===== src/rtl/tape_ctr_pkg.sv =====
// Package: shared widths, digit positions and step encoding for the
// elapsed-time counter. Assumes digit 0 is seconds-ones and digit 5 is
// hours-tens.
package tape_ctr_pkg;

    localparam int DIGIT_W    = 4;
    localparam int NUM_DIGITS = 6;

    typedef logic [DIGIT_W-1:0] digit_t;

    typedef enum logic [1:0] {
        STEP_HOLD = 2'd0,
        STEP_UP   = 2'd1,
        STEP_DOWN = 2'd2
    } step_e;

    // Largest value of the digit at position idx (tens of seconds/minutes = 5)
    function automatic int digit_limit(input int idx);
        if (idx == 1 || idx == 3) return 5;
        return 9;
    endfunction

endpackage


===== src/rtl/tape_step_decode.sv =====
// Module: tape_step_decode
// Turns the two raw step requests into one step command. Forward wins when
// both are asserted. Assumes inputs are synchronous to the counter clock.
module tape_step_decode
    import tape_ctr_pkg::*;
(
    input  logic  inc,
    input  logic  dec,
    output step_e step
);

    // Priority decode of the step requests
    always_comb begin
        if (inc)      step = STEP_UP;
        else if (dec) step = STEP_DOWN;
        else          step = STEP_HOLD;
    end

endmodule


===== src/rtl/tape_digit.sv =====
// Module: tape_digit
// One decimal digit cell that counts modulo LIMIT+1 in either direction.
// It steps only when en is high. at_edge tells the next cell that this one
// will wrap on a step in the current direction. Assumes the value never
// leaves 0..LIMIT, which holds from reset.
module tape_digit #(
    parameter int W     = 4,
    parameter int LIMIT = 9
) (
    input  logic         clk,
    input  logic         rst_n,
    input  logic         en,
    input  logic         up,
    output logic [W-1:0] value,
    output logic         at_edge
);

    localparam logic [W-1:0] TOP = W'(LIMIT);
    localparam logic [W-1:0] ONE = W'(1);

    // Turning point for the current direction
    always_comb begin
        at_edge = up ? (value == TOP) : (value == '0);
    end

    // Digit register with wrap in both directions
    always_ff @(posedge clk) begin
        if (!rst_n) begin
            value <= '0;
        end else if (en) begin
            if (up) value <= at_edge ? '0  : value + ONE;
            else    value <= at_edge ? TOP : value - ONE;
        end
    end

endmodule


===== src/rtl/tape_counter.sv =====
// Module: tape_counter (top)
// Up/down elapsed-time counter, HH:MM:SS in BCD, range 00:00:00 to
// 99:59:59 with wrap at both ends. Synchronous active-low reset clears
// all digits. Assumes inc/dec are synchronous to clk.
module tape_counter
    import tape_ctr_pkg::*;
(
    input  logic         clk,
    input  logic         rst_n,
    input  logic         inc,
    input  logic         dec,
    output logic [3:0]   hr_tens,
    output logic [3:0]   hr_ones,
    output logic [3:0]   min_tens,
    output logic [3:0]   min_ones,
    output logic [3:0]   sec_tens,
    output logic [3:0]   sec_ones
);

    step_e                  step;
    logic                   going_up;
    logic [NUM_DIGITS:0]    en_chain;
    logic [NUM_DIGITS-1:0]  edge_vec;
    digit_t                 digits [NUM_DIGITS];

    tape_step_decode u_decode (
        .inc  (inc),
        .dec  (dec),
        .step (step)
    );

    // Direction and first enable of the ripple chain
    always_comb begin
        going_up    = (step == STEP_UP);
        en_chain[0] = (step != STEP_HOLD);
    end

    // Cascade of digit cells, least significant first
    for (genvar g = 0; g < NUM_DIGITS; g++) begin : g_digit
        tape_digit #(
            .W     (DIGIT_W),
            .LIMIT (digit_limit(g))
        ) u_cell (
            .clk     (clk),
            .rst_n   (rst_n),
            .en      (en_chain[g]),
            .up      (going_up),
            .value   (digits[g]),
            .at_edge (edge_vec[g])
        );
        assign en_chain[g+1] = en_chain[g] & edge_vec[g];
    end

    // Map digit positions onto named outputs
    always_comb begin
        sec_ones = digits[0];
        sec_tens = digits[1];
        min_ones = digits[2];
        min_tens = digits[3];
        hr_ones  = digits[4];
        hr_tens  = digits[5];
    end

endmodule


===== config.mk =====
export PLATFORM = sky130hd
export DESIGN_NAME = tape_counter
export DESIGN_NICKNAME = d
export VERILOG_FILES = /design/src/rtl/tape_ctr_pkg.sv /design/src/rtl/tape_step_decode.sv /design/src/rtl/tape_digit.sv /design/src/rtl/tape_counter.sv
export SDC_FILE = /design/constraint.sdc
export NUM_CORES = 1
export LEC_CHECK = 0
export BUFFER_PORTS_ARGS = -buffer_cell sky130_fd_sc_hd__buf_4
export CAP_MARGIN = 20
export CELL_PAD_IN_SITES_DETAIL_PLACEMENT = 1
export CELL_PAD_IN_SITES_GLOBAL_PLACEMENT = 1
export CORE_MARGIN = 1
export CORE_UTILIZATION = 47
export DETAILED_ROUTE_END_ITERATION = 12
export GPL_TIMING_DRIVEN = 0
export PLACE_DENSITY = 0.86
export SYNTH_ARGS = -nofsm -noshare
export SYNTH_HDL_FRONTEND = slang
export SYNTH_HIERARCHICAL = 1
export SYNTH_SLANG_ARGS = --single-unit

===== constraint.sdc =====
create_clock -name clk -period 4.46 [get_ports clk]
set_input_delay 0.446 -clock clk [delete_from_list [all_inputs] [get_ports clk]]
set_output_delay 0.446 -clock clk [all_outputs]
set_load 0.02 [all_outputs]

Yosys cells after proc, flatten, opt, wreduce, memory -nomap -nowiden --
Cells that the tools add are included.
Word-level totals: register bits after elaboration 24, latch bits 0, memory bits (writable) 0, memory bits (read-only) 0, output and inout port bits 24, logic and storage cells 63, memories kept 0
Operators by class: add/sub/neg operators 12, $mul 0, div/mod/pow operators 0, order comparisons 0, eq/ne operators 7, shift-type cells 0, multiplexer cells 26, bitwise operators 5, reductions and logical operators 7
Operators by type and width (number):
- $mux 4 | 18
- $add 4x1->4 const B | 6
- $logic_not 4->1 | 6
- $sub 4x1->4 const B | 6
- $eq 4x4->1 const B | 4
- $eq 4x3->1 const B | 2
- $mux 1 | 6
- $and 1x1->1 | 5
- $mux 2 | 2
- $eq 2x1->1 const B | 1
- $reduce_bool 2->1 | 1

Logic depth before layout (Yosys ltp) --
Gate-level depths: netlist (run 1).
word-level depth 9, mapped depth 10, depth with buffers taken out 10

By module --
Netlist (run 1), hierarchy kept.
By module, submodules not included:
- tape_digit at g_digit[0].u_cell ... | times used 3, cells an instance 44, area each 361.6 um2, sequential area each 80.1 um2
- tape_digit at g_digit[1].u_cell ... | times used 2, cells an instance 42, area each 370.4 um2, sequential area each 80.1 um2
- tape_digit at g_digit[5].u_cell | times used 1, cells an instance 44, area each 357.8 um2, sequential area each 80.1 um2
- tape_counter | times used 1, cells an instance 7, area each 60.1 um2, sequential area each 0.0 um2
- tape_step_decode | times used 1, cells an instance 2, area each 21.3 um2, sequential area each 0.0 um2

Worst setup path after synthesis (run 1) --
No wires, ideal clock.
path type input to register, from input port inc, to register g_digit[4].u_cell.value[2], arrival time 2.784 ns, path slack 1.617 ns, stages on the path 10, cell sequence buf_4 > nor2b_1 > buf_6 > nand3_1 > a21oi_2 > o211a_4 > and3_1 > nand2_1 > a2111oi_0 > o31a_1
Between the ends: cells in the longest elaborated chain, start to end 7, elaborated cells on any way between the ends 15, classes of those cells 1 x eq/ne; 9 x mux; 4 x bitwise; 1 x reduce/logical
Ends and longest elaborated chain:
- from (decl) | RTL line tape_counter.sv:10 | input logic inc,
- $mux 2 | RTL line tape_step_decode.sv:14 | if (inc) step = STEP_UP;
- $eq 2x1->1 | RTL line tape_counter.sv:34 | going_up = (step == STEP_UP);
- net going_up | RTL line tape_counter.sv:21 | logic going_up;
- $mux 1 | RTL line tape_digit.sv:23 | at_edge = up ? (value == TOP) : (value == '0);
- net edge_vec[0] | RTL line tape_counter.sv:23 | logic [NUM_DIGITS-1:0] edge_vec;
- $and 1x1->1 (2 in a row) | RTL line tape_counter.sv:51 | assign en_chain[g+1] = en_chain[g] & edge_vec[g];
- net en_chain[2] | RTL line tape_counter.sv:22 | logic [NUM_DIGITS:0] en_chain;
- $and 1x1->1 (2 in a row) | RTL line tape_counter.sv:51
- net en_chain[4] | RTL line tape_counter.sv:22
- to (signal assigned) | RTL line tape_digit.sv:31 | if (up) value <= at_edge ? '0 : value + ONE;
- to (signal assigned) | RTL line tape_digit.sv:32 | else value <= at_edge ? TOP : value - ONE;
- to (decl) | RTL line tape_digit.sv:14 | output logic [W-1:0] value,
The timed path passes the listed nets, and every way through them passes these cells. A chain may end at the register's enable or synchronous reset.

Final worst setup path (run 1) --
from register g_digit[0].u_cell.value[0], to register g_digit[4].u_cell.value[2]
Between the ends: cells in the longest elaborated chain, start to end 6, elaborated cells on any way between the ends 7, classes of those cells 1 x eq/ne; 1 x mux; 4 x bitwise; 1 x reduce/logical
Ends and longest elaborated chain (RTL line):
- from (decl) | tape_digit.sv:14
- from (signal assigned) | tape_digit.sv:31
- from (signal assigned) | tape_digit.sv:32
- $eq 4x4->1 / $logic_not 4->1 (equally long branches) | tape_digit.sv:23
- $mux 1 (*) | tape_digit.sv:23
- net edge_vec[0] | tape_counter.sv:23
- $and 1x1->1 (*) (2 in a row) | tape_counter.sv:51
- net en_chain[2] | tape_counter.sv:22
- $and 1x1->1 (*) (2 in a row) | tape_counter.sv:51
- net en_chain[4] | tape_counter.sv:22
The timed path passes the listed nets; every way through them passes the cells marked *.

==> impl_metrics.py, run 1 <==
metrics = {
    "setup_path": {
        "r2r-end": "g_digit[4].u_cell/value[2]",
        "path_max_fanout": 11,
        "required_ps": 4690,
        "reg2reg_depth": 9,
        "cp.arrival_ps": 3040,
        "crit_path_start": "g_digit[0].u_cell/value[0]",
        "critPathLaunchType": "flip-flop",
        "end_kind": "flip-flop",
        "crit_end": "g_digit[4].u_cell/value[2]",
        "path_class": "reg -> reg",
        "regToRegStartpoint": "g_digit[0].u_cell/value[0]",
        "ff2ff_setup_slack_ps": 1640,
    },
    "final_layout": {
        "finalInstanceArea_um2": 2610,
        "nets": 324,
        "reg_top3": "g_digit.u_cell/value: 24 flops",
        "area_delta_synth_final_pct": 15.3,
        "finalNonFillerCells": 353,
        "fillers": 573,
        "final_common_cell": "inv_1",
        "regMostFlops": "g_digit.u_cell/value",
        "antennaDiodeCount": 0,
        "layout-drive-gt1-share": 0.219,
        "layout_common_cells": "inv_1 (30), buf_4 (29), dfxtp_1 (24)",
        "largest_register_ffs": 24,
    },
    "synth": {
        "synth-async-reset-ratio": 0,
        "synth_cells": 269,
        "synth_edf_count": 0,
        "syn_area_per_cell_um2": 8.42,
        "synthesis.area_um2": 2260,
        "synth-main-ff-cell": "dfxtp_1",
        "syn_nets": 291,
        "yosysSeqAreaShare": 0.212,
        "yosys_warnings": 6,
        "ys_seq_elements": 24,
        "ys_types": 46,
    },
    "clocking": {
        "postCtsSetupBuffers": 0,
        "cts_sinks": 24,
        "holdBufCountCts": 0,
        "clock_latency_ps": 280,
        "postCtsResizedCells": 0,
        "cts_buffers": 3,
        "cts_max_level": 1,
        "clk_pin_slew_ps": 100,
        "clockRootBuffer": "clkbuf_8",
        "cts_tree": "done",
        "ctsLongestPathBuffers": 2,
    },
    "sta": {
        "timing.fmax_mhz": 355,
        "fin_crit_ps": 2820,
        "fin_skew_ps": 5.14,
        "layout_setup_ws_ps": 1640,
        "finalHoldViolCount": 0,
        "setup_viol": 0,
        "finalSetupTns_ps": 0,
        "worstMarginPinSlew_ps": 424,
        "rsz0062_at_grt": "false",
        "slew_headroom": 0.710,
        "drv_slew": 0,
        "finalCritPeriodShare": 0.631,
    },
    "global_routing": {
        "antenna_found_initial": 0,
        "track_usage": 0.254,
        "grt_remaining_overflow": 0,
        "grt_max_degree": 25,
        "grt_pass1_wl_mm": 10.6,
        "grt_pass1_vias": 2212,
    },
    "detailed_routing": {
        "drc": 0,
        "vias": 2180,
        "wirelength_mm": 6.06,
        "drtPass1Iterations": 4,
        "viasPerCell": 6.18,
        "wire_per_inst_um": 17.2,
        "drt_iter0_drc": 66,
        "ant_nets": 0,
    },
    "power": {
        "vdd_ir_drop_max_uv": 119,
        "power_mw": 0.690,
        "cellPowerDensity_nw_per_um2": 264,
        "leakagePower_nw": 0.995,
    },
    "placed_design": {
        "placedInstanceArea_um2": 2530,
        "dp_hpwl_mm": 4.16,
        "gp_congestion": 0.791,
        "dpl_worst_slack_ps": 874,
        "numPortBuffers": 27,
        "dp.cells": 348,
    },
    "flow_run": {
        "maxCapViolCount": 0,
    },
    "min_path": {
        "hp-class": "in -> reg",
    },
    "status": {
        "status": "complete, no violations",
    },
    "floorplan": {
        "start_util": 0.503,
        "num_rows": 24,
        "core-area_um2": 4500,
        "die_h_um": 71.4,
        "die_x_um": 71.4,
        "dieArea_um2": 5100,
        "ios": 28,
    },
}
## power by group
| group | internal, mW | switching [mW] | total [mW] |
|---|---|---|---|
| sequential | 0.228 | 0.0261 | 0.254 |
| combinational | 0.106 | 0.128 | 0.234 |
| clock | 0.120 | 0.0821 | 0.202 |
| total | 0.454 | 0.237 | 0.690 |
## kinds of logic (layout without fill, tap and decap cells)
group	Yosys count	after routing	share of synthesized area
muxes	4	4	0.0188
AOI/OAI and AO/OA	91	91	0.293
buffers and inverters	47	79	0.123
DFF	24	24	0.212
and+or+nand+nor	81	81	0.238
xor gates and xnor gates	4	4	0.0155
adders and majority gates	18	18	0.0994
## metrics by stage
stage / hold WS (ps) / utilization
2_1_floorplan: 574 / -
3_3_place_gp: 592 / 0.562
3_5_place_dp: 601 / 0.562
4_1_cts: 530 / 0.578
5_1_grt: 538 / 0.580
6_report: 541 / 0.580
## final cells by class
| cell class | count | area [µm²] | share of cell area |
|---|---|---|---|
| multi-input cells | 198 | 1510 | 0.577 |
| flip-flops and latches | 24 | 480 | 0.184 |
| repair buffers | 28 | 210 | 0.0805 |
| plain buffers | 15 | 158 | 0.0604 |
| inverters | 32 | 120 | 0.0460 |
| well taps | 52 | 65.1 | 0.0249 |
| clock buffers | 3 | 41.3 | 0.0158 |
| clock inverters | 1 | 30.0 | 0.0115 |
## metal layers
metal	GRT usage	up-vias	routed length [µm]
met3	0.0295	2	152
met2	0.473	37	3020
met1	0.315	1071	2860
li1	-	1070	-
met4	0.0511	0	32
met5	0	-	0
## how the worst min path moves through the flow
stage / end / cells after the start / start / slack (ps)
final: g_digit[5].u_cell/value[2] / 2 / rst_n / 540
after detailed placement: g_digit[3].u_cell/value[3] / 2 / g_digit[3].u_cell/value[1] / 600
after global placement: g_digit[3].u_cell/value[3] / 2 / g_digit[3].u_cell/value[1] / 590
after floorplan: g_digit[0].u_cell/value[2] / 1 / rst_n / 570
after CTS: g_digit[5].u_cell/value[2] / 2 / rst_n / 530
after global routing: g_digit[4].u_cell/value[2] / 2 / rst_n / 540
## critical path, cell delays in order (launching register included)
cell and delay (ps):
dfxtp_1 400, inv_1 120, ha_1 240, or3b_1 380
a21oi_2 230, o211a_4 280, and3_1 370, nand2_1 130
a2111oi_0 420, o31a_1 190
## Yosys cell counts (2+ instances only)
library cell  number  share of area
inv_2              2         0.0033
and2_1             2         0.0055
nor2b_1            5          0.014
or3b_1             4          0.015
nor2_1             2         0.0033
o211ai_1           8          0.027
a311o_2            3          0.015
a2111oi_0          4          0.015
nand2b_1           9          0.025
and4b_1            4          0.018
buf_6              8          0.040
a311oi_1           2         0.0077
buf_12             2          0.018
dfxtp_1           24           0.21
o21ai_0           20          0.044
o221a_1            2         0.0099
nand3_1           10          0.022
nor2_2             2         0.0055
ha_1              18          0.099
o21a_1             4          0.013
mux2_2             2         0.0099
inv_1             30          0.050
or2b_1             4          0.013
nor3_1             8          0.018
nand2b_2           3          0.012
a211o_1            2         0.0077
buf_2              4         0.0088
o31a_1             4          0.015
nand4_1            4          0.011
nand3b_1           6          0.020
a21oi_1           10          0.022
a311o_1            5          0.022
nand2_1            4         0.0066
a21oi_2            4          0.015
mux2i_1            2         0.0088
a31oi_1           16          0.044
nor3b_1           10          0.033
a221o_1            2         0.0088
o311a_1            4          0.018
xnor2_1            4          0.015
(Power assumes the default switching activity.)
==> run 2: changes to the inputs <==
- CORE_UTILIZATION: 47 -> 40
- PLACE_DENSITY: 0.86 -> 0.78
- clock period: 4.46 -> 2.4 ns (I/O delays scaled with it)
==> run 2 against run 1 <==
Net effect:
- via count down 0.69%
- sequential cell count is the same
- die area increased by 17%
- sequential share of layout area shrank 0.35 points
- largest cell class unchanged
- critical endpoint is now g_digit[5].u_cell/value[3]
- critical path type unchanged
==> impl_metrics.py, run 2 (synthesized netlist as in run 1, its figures left out) <==
metrics = {
    "status": {
        "status": "complete, no violations",
    },
    "clocking": {
        "clock_latency_ps": 280,
        "cts_max_level": 1,
        "clockRootBuffer": "clkbuf_8",
        "ctsLongestPathBuffers": 2,
        "holdBufCountCts": 0,
        "clk_pin_slew_ps": 90,
        "cts_buffers": 3,
        "cts_sinks": 24,
        "cts_tree": "done",
    },
    "placed_design": {
        "dpl_worst_slack_ps": -465,
        "gp_congestion": 0.804,
        "placedInstanceArea_um2": 2560,
        "dp_hpwl_mm": 3.94,
        "numPortBuffers": 27,
    },
    "detailed_routing": {
        "viasPerCell": 5.76,
        "ant_nets": 0,
        "wire_per_inst_um": 15.1,
        "drc": 0,
        "wirelength_mm": 5.67,
        "drtPass1Iterations": 4,
        "drt_iter0_drc": 96,
        "vias": 2165,
    },
    "power": {
        "p_comb_frac": 0.365,
        "swShare": 0.355,
        "internal_power_mw": 0.780,
        "vdd_ir_drop_max_uv": 221,
        "p_clk_frac": 0.243,
        "cellPowerDensity_nw_per_um2": 448,
        "p_seq_frac": 0.392,
        "leakagePower_nw": 1.01,
        "power.switching_mw": 0.429,
    },
    "final_layout": {
        "fillers": 669,
        "layout-drive-gt1-share": 0.270,
        "finalInstanceArea_um2": 2700,
        "reg_top3": "g_digit.u_cell/value: 24 flops",
        "final_common_cell": "buf_4",
        "regMostFlops": "g_digit.u_cell/value",
        "nets": 327,
        "largest_register_ffs": 24,
        "antennaDiodeCount": 0,
        "area_delta_synth_final_pct": 19.1,
        "layout_common_cells": "buf_4 (32), inv_1 (28), dfxtp_1 (21)",
        "fin_util": 0.493,
    },
    "flow_run": {
        "maxCapViolCount": 0,
    },
    "sta": {
        "fin_skew_ps": 3.38,
        "layout_setup_ws_ps": 111,
        "holdWs_ps": 335,
        "slew_headroom": 0.730,
        "rsz0062_at_grt": "false",
        "timing.fmax_mhz": 437,
        "drv_slew": 0,
        "finalHoldViolCount": 0,
        "finalCritPeriodShare": 0.954,
        "worstMarginPinSlew_ps": 405,
        "fin_crit_ps": 2290,
        "setup_viol": 0,
    },
    "floorplan": {
        "num_rows": 27,
        "die_h_um": 77.2,
        "core-area_um2": 5470,
        "die_x_um": 77.2,
        "dieArea_um2": 5970,
        "ios": 28,
        "start_util": 0.414,
    },
    "setup_path": {
        "critPathLaunchType": "flip-flop",
        "path_max_fanout": 8,
        "cpPeakStageDelay_ps": 390,
        "path_class": "reg -> reg",
        "worstPathCellList": "inv_2 -> ha_4 -> or3b_1 -> a21oi_2 -> o211a_4 -> and4_4 -> buf_4 -> nand2b_1 -> o311a_1",
        "end_kind": "flip-flop",
        "required_ps": 2570,
        "cp.arrival_ps": 2460,
        "crit_slowest_cell": "dfxtp_4",
    },
    "global_routing": {
        "grt_pass1_vias": 2072,
        "antenna_found_initial": 0,
        "grt_max_degree": 25,
        "grt_remaining_overflow": 0,
        "grt_pass1_wl_mm": 9.58,
        "track_usage": 0.194,
    },
    "min_path": {
        "hp-class": "in -> reg",
    },
}
==> run 2: path summary, 6_finish.rpt <==
check | start | to | slack [ps] | depth (start not counted)
max | g_digit[0].u_cell/value[0] | g_digit[5].u_cell/value[3] | 110 | 9
min | rst_n | g_digit[0].u_cell/value[2] | 330 | 2
max reg2reg | g_digit[0].u_cell/value[0] | g_digit[5].u_cell/value[3] | 110 | 9
min reg2reg | g_digit[0].u_cell/value[0] | g_digit[0].u_cell/value[0] | 610 | 2
==> run 2: what timing repair did <==
action,CTS,global route
setup endpoints to repair,7,7
hold endpoints to repair,0,0
pin swaps,2,3
resized for setup,8,9
buffers inserted,4,0
==> run 2: power by group through the flow <==
stage	sequential, mW	combinational [mW]	clock (mW)
after floorplan	0.499	0.283	0
after global placement	0.479	0.411	0
after detailed placement	0.480	0.423	0
after CTS	0.472	0.432	0.310
after global routing	0.480	0.486	0.325
final	0.474	0.441	0.294
==> run 2: layout make-up <==
type,instances,area (µm²),area share
multi-input cells,198,1550,0.576
flip-flops and latches,24,487,0.181
repair buffers,31,233,0.0863
plain buffers,15,158,0.0585
inverters,32,120,0.0445
well taps,72,90.1,0.0334
clock buffers,4,55.1,0.0204
==> run 2: per-layer routing <==
metal,global-route usage,part of all wire,up-vias
met5,0,0,-
met4,0.0472,0.011,0
met3,0.0190,0.023,7
met2,0.336,0.46,32
met1,0.256,0.50,1045
li1,-,-,1081
==> run 2: through the flow <==
step,setup TNS [ps],power (mW),instances
3_5_place_dp,-3500,0.903,368
3_3_place_gp,-2830,0.890,368
4_1_cts,0,1.21,376
5_1_grt,0,1.29,376
2_1_floorplan,0,0.782,269
6_report,0,1.21,376
==> run 2: worst max-delay path: cells and delay by family (launching register included) <==
family / cells / cell delay [ps]
AND/OR/NAND/NOR: 3 / 690
flip-flops: 1 / 390
AO/OA/AOI/OAI: 3 / 750
buffers and inverters: 2 / 210
adder cells (fa/ha/maj): 1 / 160
